**config.mk**
```make
export PLATFORM = sky130hd
export DESIGN_NAME = pcie_rp_bringup
export DESIGN_NICKNAME = d
export VERILOG_FILES = /design/src/rtl/rpb_pkg.sv /design/src/rtl/rpb_timer.sv /design/src/rtl/rpb_seq.sv /design/src/rtl/pcie_rp_bringup.sv
export SDC_FILE = /design/constraint.sdc
export NUM_CORES = 1
export LEC_CHECK = 0
export BUFFER_PORTS_ARGS = -buffer_cell sky130_fd_sc_hd__buf_4
export CAP_MARGIN = 25
export CORE_MARGIN = 2
export CORE_UTILIZATION = 45
export CTS_CLUSTER_DIAMETER = 120
export CTS_CLUSTER_SIZE = 24
export DETAILED_ROUTE_END_ITERATION = 12
export PLACE_DENSITY = 0.7
export SYNTH_ARGS = -nofsm -noshare
export SYNTH_HDL_FRONTEND = slang
export SYNTH_SLANG_ARGS = --single-unit
```
**constraint.sdc**
```tcl
create_clock -name clk -period 3.5 [get_ports clk]
set_clock_uncertainty 0.1 [all_clocks]
set_input_delay 0.525 -clock clk [delete_from_list [all_inputs] [get_ports clk]]
set_output_delay 0.525 -clock clk [all_outputs]
set_load 0.1 [all_outputs]
```
**src/rtl/rpb_pkg.sv**
```systemverilog
package rpb_pkg;

   typedef enum logic [3:0] {
      ST_IDLE     = 4'd0,
      ST_HALT     = 4'd1,
      ST_CLK_OFF  = 4'd2,
      ST_PD_CLR   = 4'd3,
      ST_PD_WAIT  = 4'd4,
      ST_CLK_WAIT = 4'd5,
      ST_EP_RST   = 4'd6,
      ST_GEN1     = 4'd7,
      ST_LT_ON    = 4'd8,
      ST_TRAIN1   = 4'd9,
      ST_GEN2     = 4'd10,
      ST_SPEED    = 4'd11,
      ST_TRAIN2   = 4'd12
   } rpb_state_e;

   localparam logic [3:0] SPD_GEN1 = 4'd1;
   localparam logic [3:0] SPD_GEN2 = 4'd2;

   typedef struct packed {
      logic       test_pd;
      logic       refclk;
      logic       ltssm;
      logic [3:0] speed;
      logic       req;
      logic       force_det;
      logic       ep_rst_n;
      logic       done;
      logic       pass;
   } rpb_out_t;

endpackage

```
**src/rtl/rpb_timer.sv**
```systemverilog
module rpb_timer #(
   parameter int TW = 8
) (
   input  logic          clk,
   input  logic          rst_n,
   input  logic          load_i,
   input  logic [TW-1:0] val_i,
   output logic          zero_o
);

   localparam logic [TW-1:0] ONE = TW'(1);

   logic [TW-1:0] cnt;

   always_ff @(posedge clk or negedge rst_n) begin
      if (!rst_n)
         cnt <= '0;
      else if (load_i)
         cnt <= val_i;
      else if (cnt != '0)
         cnt <= cnt - ONE;
   end

   assign zero_o = (cnt == '0);

endmodule

```
**src/rtl/rpb_seq.sv**
```systemverilog
module rpb_seq
   import rpb_pkg::*;
#(
   parameter int T_PD_CYC     = 2000,
   parameter int T_CLK_CYC    = 40000,
   parameter int T_EP_RST_CYC = 20000000,
   parameter int T_LINK_CYC   = 200000000,
   parameter bit HAS_EP_RST   = 1'b1,
   parameter int TW           = 28
) (
   input  logic          clk,
   input  logic          rst_n,
   input  logic          start_i,
   input  logic          link_up_i,
   input  logic          spd_busy_i,
   input  logic          tmr_zero_i,
   output logic          tmr_load_o,
   output logic [TW-1:0] tmr_val_o,
   output rpb_out_t      out_o,
   output rpb_state_e    state_o
);

   localparam logic [TW-1:0] LD_PD   = TW'(T_PD_CYC - 1);
   localparam logic [TW-1:0] LD_CLK  = TW'(T_CLK_CYC - 1);
   localparam logic [TW-1:0] LD_EP   = TW'(T_EP_RST_CYC - 1);
   localparam logic [TW-1:0] LD_LINK = TW'(T_LINK_CYC - 1);

   localparam rpb_out_t OUT_RST = '{
      test_pd:   1'b1,
      refclk:    1'b0,
      ltssm:     1'b0,
      speed:     SPD_GEN1,
      req:       1'b0,
      force_det: 1'b0,
      ep_rst_n:  !HAS_EP_RST,
      done:      1'b0,
      pass:      1'b0
   };

   rpb_state_e st, st_n;
   rpb_out_t   q, d;

   always_comb begin
      st_n        = st;
      d           = q;
      d.force_det = 1'b0;
      d.done      = 1'b0;
      tmr_load_o  = 1'b0;
      tmr_val_o   = '0;
      unique case (st)
         ST_IDLE: begin
            if (start_i) begin
               d.pass = 1'b0;
               if (q.refclk && q.ltssm) begin
                  // a live link is first pushed back toward detect
                  d.force_det = 1'b1;
                  st_n        = ST_HALT;
               end else begin
                  d.test_pd = 1'b1;
                  st_n      = ST_CLK_OFF;
               end
            end
         end
         ST_HALT: begin
            d.ltssm   = 1'b0;
            d.test_pd = 1'b1;
            st_n      = ST_CLK_OFF;
         end
         ST_CLK_OFF: begin
            d.refclk = 1'b0;
            st_n     = ST_PD_CLR;
         end
         ST_PD_CLR: begin
            d.test_pd  = 1'b0;
            tmr_load_o = 1'b1;
            tmr_val_o  = LD_PD;
            st_n       = ST_PD_WAIT;
         end
         ST_PD_WAIT: begin
            if (tmr_zero_i) begin
               d.refclk   = 1'b1;
               tmr_load_o = 1'b1;
               tmr_val_o  = LD_CLK;
               st_n       = ST_CLK_WAIT;
            end
         end
         ST_CLK_WAIT: begin
            if (tmr_zero_i) begin
               if (HAS_EP_RST) begin
                  d.ep_rst_n = 1'b0;
                  tmr_load_o = 1'b1;
                  tmr_val_o  = LD_EP;
                  st_n       = ST_EP_RST;
               end else begin
                  st_n = ST_GEN1;
               end
            end
         end
         ST_EP_RST: begin
            if (tmr_zero_i) begin
               d.ep_rst_n = 1'b1;
               st_n       = ST_GEN1;
            end
         end
         ST_GEN1: begin
            d.speed = SPD_GEN1;
            st_n    = ST_LT_ON;
         end
         ST_LT_ON: begin
            d.ltssm    = 1'b1;
            tmr_load_o = 1'b1;
            tmr_val_o  = LD_LINK;
            st_n       = ST_TRAIN1;
         end
         ST_TRAIN1: begin
            if (link_up_i) begin
               d.speed = SPD_GEN2;
               st_n    = ST_GEN2;
            end else if (tmr_zero_i) begin
               d.done = 1'b1;
               d.pass = 1'b0;
               st_n   = ST_IDLE;
            end
         end
         ST_GEN2: begin
            d.req      = 1'b1;
            tmr_load_o = 1'b1;
            tmr_val_o  = LD_LINK;
            st_n       = ST_SPEED;
         end
         ST_SPEED: begin
            if (!spd_busy_i) begin
               d.req      = 1'b0;
               tmr_load_o = 1'b1;
               tmr_val_o  = LD_LINK;
               st_n       = ST_TRAIN2;
            end else if (tmr_zero_i) begin
               d.req  = 1'b0;
               d.done = 1'b1;
               d.pass = 1'b0;
               st_n   = ST_IDLE;
            end
         end
         ST_TRAIN2: begin
            if (link_up_i) begin
               d.done = 1'b1;
               d.pass = 1'b1;
               st_n   = ST_IDLE;
            end else if (tmr_zero_i) begin
               d.done = 1'b1;
               d.pass = 1'b0;
               st_n   = ST_IDLE;
            end
         end
         default: st_n = ST_IDLE;
      endcase
   end

   always_ff @(posedge clk or negedge rst_n) begin
      if (!rst_n) begin
         st <= ST_IDLE;
         q  <= OUT_RST;
      end else begin
         st <= st_n;
         q  <= d;
      end
   end

   assign out_o   = q;
   assign state_o = st;

endmodule

```
**src/rtl/pcie_rp_bringup.sv**
```systemverilog
module pcie_rp_bringup
   import rpb_pkg::*;
#(
   parameter int T_PD_CYC     = 2000,
   parameter int T_CLK_CYC    = 40000,
   parameter int T_EP_RST_CYC = 20000000,
   parameter int T_LINK_CYC   = 200000000,
   parameter bit HAS_EP_RST   = 1'b1
) (
   input  logic       clk,
   input  logic       rst_n,
   input  logic       start_i,
   input  logic       link_up_i,
   input  logic       spd_busy_i,
   output logic       phy_test_pd_o,
   output logic       refclk_en_o,
   output logic       ltssm_en_o,
   output logic [3:0] max_speed_o,
   output logic       spd_req_o,
   output logic       force_detect_o,
   output logic       ep_rst_n_o,
   output logic       done_o,
   output logic       pass_o,
   output logic [3:0] phase_o
);

   localparam int MAX_A = (T_PD_CYC > T_CLK_CYC) ? T_PD_CYC : T_CLK_CYC;
   localparam int MAX_B = (T_EP_RST_CYC > T_LINK_CYC) ? T_EP_RST_CYC : T_LINK_CYC;
   localparam int MAX_T = (MAX_A > MAX_B) ? MAX_A : MAX_B;
   localparam int TW    = (MAX_T < 2) ? 1 : $clog2(MAX_T);

   if (T_PD_CYC < 1 || T_CLK_CYC < 1 || T_EP_RST_CYC < 1 || T_LINK_CYC < 1) begin : g_bad_delay
      $error("pcie_rp_bringup: every delay must be at least one cycle");
   end

   logic          tmr_load;
   logic [TW-1:0] tmr_val;
   logic          tmr_zero;
   rpb_out_t      outs;
   rpb_state_e    state;

   rpb_timer #(.TW(TW)) u_timer (
      .clk    (clk),
      .rst_n  (rst_n),
      .load_i (tmr_load),
      .val_i  (tmr_val),
      .zero_o (tmr_zero)
   );

   rpb_seq #(
      .T_PD_CYC     (T_PD_CYC),
      .T_CLK_CYC    (T_CLK_CYC),
      .T_EP_RST_CYC (T_EP_RST_CYC),
      .T_LINK_CYC   (T_LINK_CYC),
      .HAS_EP_RST   (HAS_EP_RST),
      .TW           (TW)
   ) u_seq (
      .clk        (clk),
      .rst_n      (rst_n),
      .start_i    (start_i),
      .link_up_i  (link_up_i),
      .spd_busy_i (spd_busy_i),
      .tmr_zero_i (tmr_zero),
      .tmr_load_o (tmr_load),
      .tmr_val_o  (tmr_val),
      .out_o      (outs),
      .state_o    (state)
   );

   assign phy_test_pd_o  = outs.test_pd;
   assign refclk_en_o    = outs.refclk;
   assign ltssm_en_o     = outs.ltssm;
   assign max_speed_o    = outs.speed;
   assign spd_req_o      = outs.req;
   assign force_detect_o = outs.force_det;
   assign ep_rst_n_o     = outs.ep_rst_n;
   assign done_o         = outs.done;
   assign pass_o         = outs.pass;
   assign phase_o        = state;

endmodule

```
==> insert_results.sql <==
INSERT INTO impl_metrics (metric_group, metric, value, unit) VALUES
('global_route', 'grt_first_pass_wirelength', '10160', 'µm'),
('synthesis', 'synth.cells.most_frequent', 'dfrtp_1 (40), o21ai_0 (29), nand2_1 (24)', ''),
('clock_network', 'max-clock-path-buffers', '2', ''),
('synthesis', 'yosysMostFrequentCell', 'dfrtp_1', ''),
('critical_path', 'worstPathRequired', '3.56', 'ns'),
('critical_path', 'critPathCaptureType', 'flip-flop', ''),
('global_route', 'antenna_found_initial', '0', ''),
('timing', 'final-hold-violation-count', '0', ''),
('placed_design', 'hpwlAfterDp', '4239', 'µm'),
('timing', 'timing.setup.tns', '0', 'ns'),
('floorplanning', 'number_of_standard_cell_rows_in_the_floorplan', '27', ''),
('critical_path', 'r2r_start', 'u_timer.cnt[4]', ''),
('floorplanning', 'die_x', '78.20', 'µm'),
('synthesis', 'synthesized_instance_count', '282', ''),
('critical_path', 'critical_path.slowest_cell', 'nor4_4', ''),
('final_layout', 'antennaDiodeCount', '0', ''),
('detailed_routing', 'via_per_inst', '5.886', ''),
('timing', 'setup_viol', '0', ''),
('placed_design', 'pre_cts_ws', '0.7315', 'ns'),
('clock_network', 'post_cts_resize_count', '0', ''),
('min_path', 'min_path_type', 'in -> async', ''),
('detailed_routing', 'drtIter0Drc', '101', ''),
('floorplanning', 'die_area', '6114', 'µm²'),
('floorplanning', 'dieHeight', '78.20', 'µm'),
('detailed_routing', 'drt_drc_violations_left', '0', ''),
('detailed_routing', 'via_count', '2166', ''),
('run_status', 'result_of_the_run', 'finished clean', ''),
('placed_design', 'placed_area', '2646', 'µm²'),
('final_layout', 'postLayoutCellArea', '2738', 'µm²'),
('timing', 'grt_setup_unrepaired', 'no', ''),
('timing', 'finalWorstSetupSlack', '0.6891', 'ns'),
('synthesis', 'synth_top_cells_by_area', 'dfrtp_1 (40%), o21ai_0 (5.9%), xor2_1 (4.6%)', ''),
('global_route', 'grt_pass1_vias', '2100', ''),
('synthesis', 'syn_avg_cell_area', '8.785', 'µm²'),
('clock_network', 'worstSkewPairLatency', '0.29', 'ns'),
('timing', 'hold_slack', '0.1177', 'ns'),
('timing', 'maxSlewViolCount', '0', ''),
('critical_path', 'criticalPathCategory', 'reg -> reg', ''),
('clock_network', 'cts_num_sinks', '42', ''),
('synthesis', 'synthDistinctLibCells', '55', ''),
('critical_path', 'dominant_delay_contributor_by_cell_family_on_the_critical_path', 'simple AND/OR/NAND/NOR gates', ''),
('synthesis', 'postSynth.topFlopCell', 'dfrtp_1', ''),
('synthesis', 'post-synth-top-area-fraction', '40.40', '%'),
('synthesis', 'synth-seq-area-share', '42.53', '%'),
('final_layout', 'syn_to_final_growth', '10.51', '%'),
('synthesis', 'synth.cell_area', '2477', 'µm²'),
('detailed_routing', 'drt_pre_antenna_iters', '4', ''),
('detailed_routing', 'detail_route.wl_per_cell', '16.40', 'µm'),
('timing', 'period_needed', '2.811', 'ns'),
('placed_design', 'finalWeightedCongestion', '0.8448', ''),
('critical_path', 'rr_endpoint', 'u_timer.cnt[15]', ''),
('power_and_ir_drop', 'pwr_density_cell', '896.2', 'nW/µm²'),
('critical_path', 'critPathMaxFanout', '13', ''),
('detailed_routing', 'drtAntennaViolNets', '0', ''),
('detailed_routing', 'wire_length_after_detailed_routing', '6034', 'µm'),
('critical_path', 'timing.critical_path.buf_inv', '0', ''),
('power_and_ir_drop', 'leakage', '1.067', 'nW'),
('synthesis', 'synth_top_area_cell', 'dfrtp_1', ''),
('power_and_ir_drop', 'overall_power_after_layout', '2.453', 'mW'),
('floorplanning', 'placeableCoreArea', '5405', 'µm²'),
('clock_network', 'cts_root_buf', 'clkbuf_8', ''),
('clock_network', 'cts_post_setup_buffers_inserted', '0', ''),
('synthesis', 'synth_edf_count', '0', ''),
('power_and_ir_drop', 'vdd.ir_drop.worst', '648.6', 'µV'),
('clock_network', 'htree_levels', '2', ''),
('global_route', 'globalRouteOverflowTotal', '0', ''),
('synthesis', 'async_set_reset_flop_share_out_of_synthesis', '100.0', '%'),
('critical_path', 'reg2regPathDepth', '5', ''),
('critical_path', 'timing.critical_path.cells', 'or3_1, nor4_4, nand3_1, nand2_1, o221ai_1', ''),
('clock_network', 'cts.hold.buffers_added', '0', ''),
('clock_network', 'worst_setup_hold_path_clk_slew', '0.08', 'ns');
## state kept, by name, indices dropped and copies added (netlist names)
name	cells
u_timer.cnt	28
u_seq.out_o	10
u_seq.state_o	4
## kinds of logic (layout without fill, tap and decap cells)
kind of cell    after synthesis  in the layout  synth area share (%)
other cells                   1              2                0.1514
simple gates                119            119                 26.67
compound gates               73             73                 18.18
flops                        42             42                 42.53
xor+xnor                     19             19                 6.717
buf+inv                      26             39                 4.848
fa+ha+maj                     1              1                0.5050
mux                           1              1                0.4041
## layout make-up
cell class,count,area (µm²)
fill,551,2668
multi-input combinational,215,1308
sequential,42,1054
timing repair buffer,21,157.7
tap,72,90.09
clock buffer,7,86.33
inverter,10,37.54
clock inverter,1,5.005
## worst max path at each step
stage	end	slack [ns]	cells past startpoint
final	u_timer.cnt[15]	0.69	5
after CTS	u_timer.cnt[21]	0.69	5
after global placement	u_timer.cnt[21]	0.79	5
after floorplan	u_timer.cnt[13]	0.98	6
after detailed placement	u_timer.cnt[21]	0.73	5
after global routing	u_timer.cnt[15]	0.47	5
## layout by cell type, fill, tap and decap left out, drive strengths merged, types with 6 or more instances in the layout
cell    count
o21ai      29
nand2      24
a21oi      14
nor3       18
or3        10
nand3      11
inv        10
nor2       18
o22ai       7
xnor2       6
clkbuf      7
xor2       13
dfrtp      40
nor4       10
and2        6
nand4       6
buf        21
## metal layers
metal  up-vias  GRT usage (%)  routed length (µm)
met3         4          3.103                 208
met1      1068          28.81                2837
met2        41          33.28                2945
li1       1053              -                   -
met4         0          4.737                  43
met5         -              0                   0
## where the power goes
part / internal, mW / switching, mW
Sequential: 0.657 / 0.231
Clock: 0.159 / 0.166
Combinational: 0.370 / 0.871
Total: 1.19 / 1.27
## metrics by stage
| step | std cells | utilization, % |
|---|---|---|
| after floorplan | 283 | - |
| after global placement | 360 | 48.96 |
| after detailed placement | 360 | 48.96 |
| after CTS | 368 | 50.65 |
| after global routing | 368 | 50.65 |
| final | 368 | 50.65 |
## worst reg2reg max path, delay by kind of cell (launching register included)
kind            cells  cell delay, ns
compound gates      1            0.18
flops               1            0.41
simple gates        4            2.00
Power figures use the tool's default switching activity.
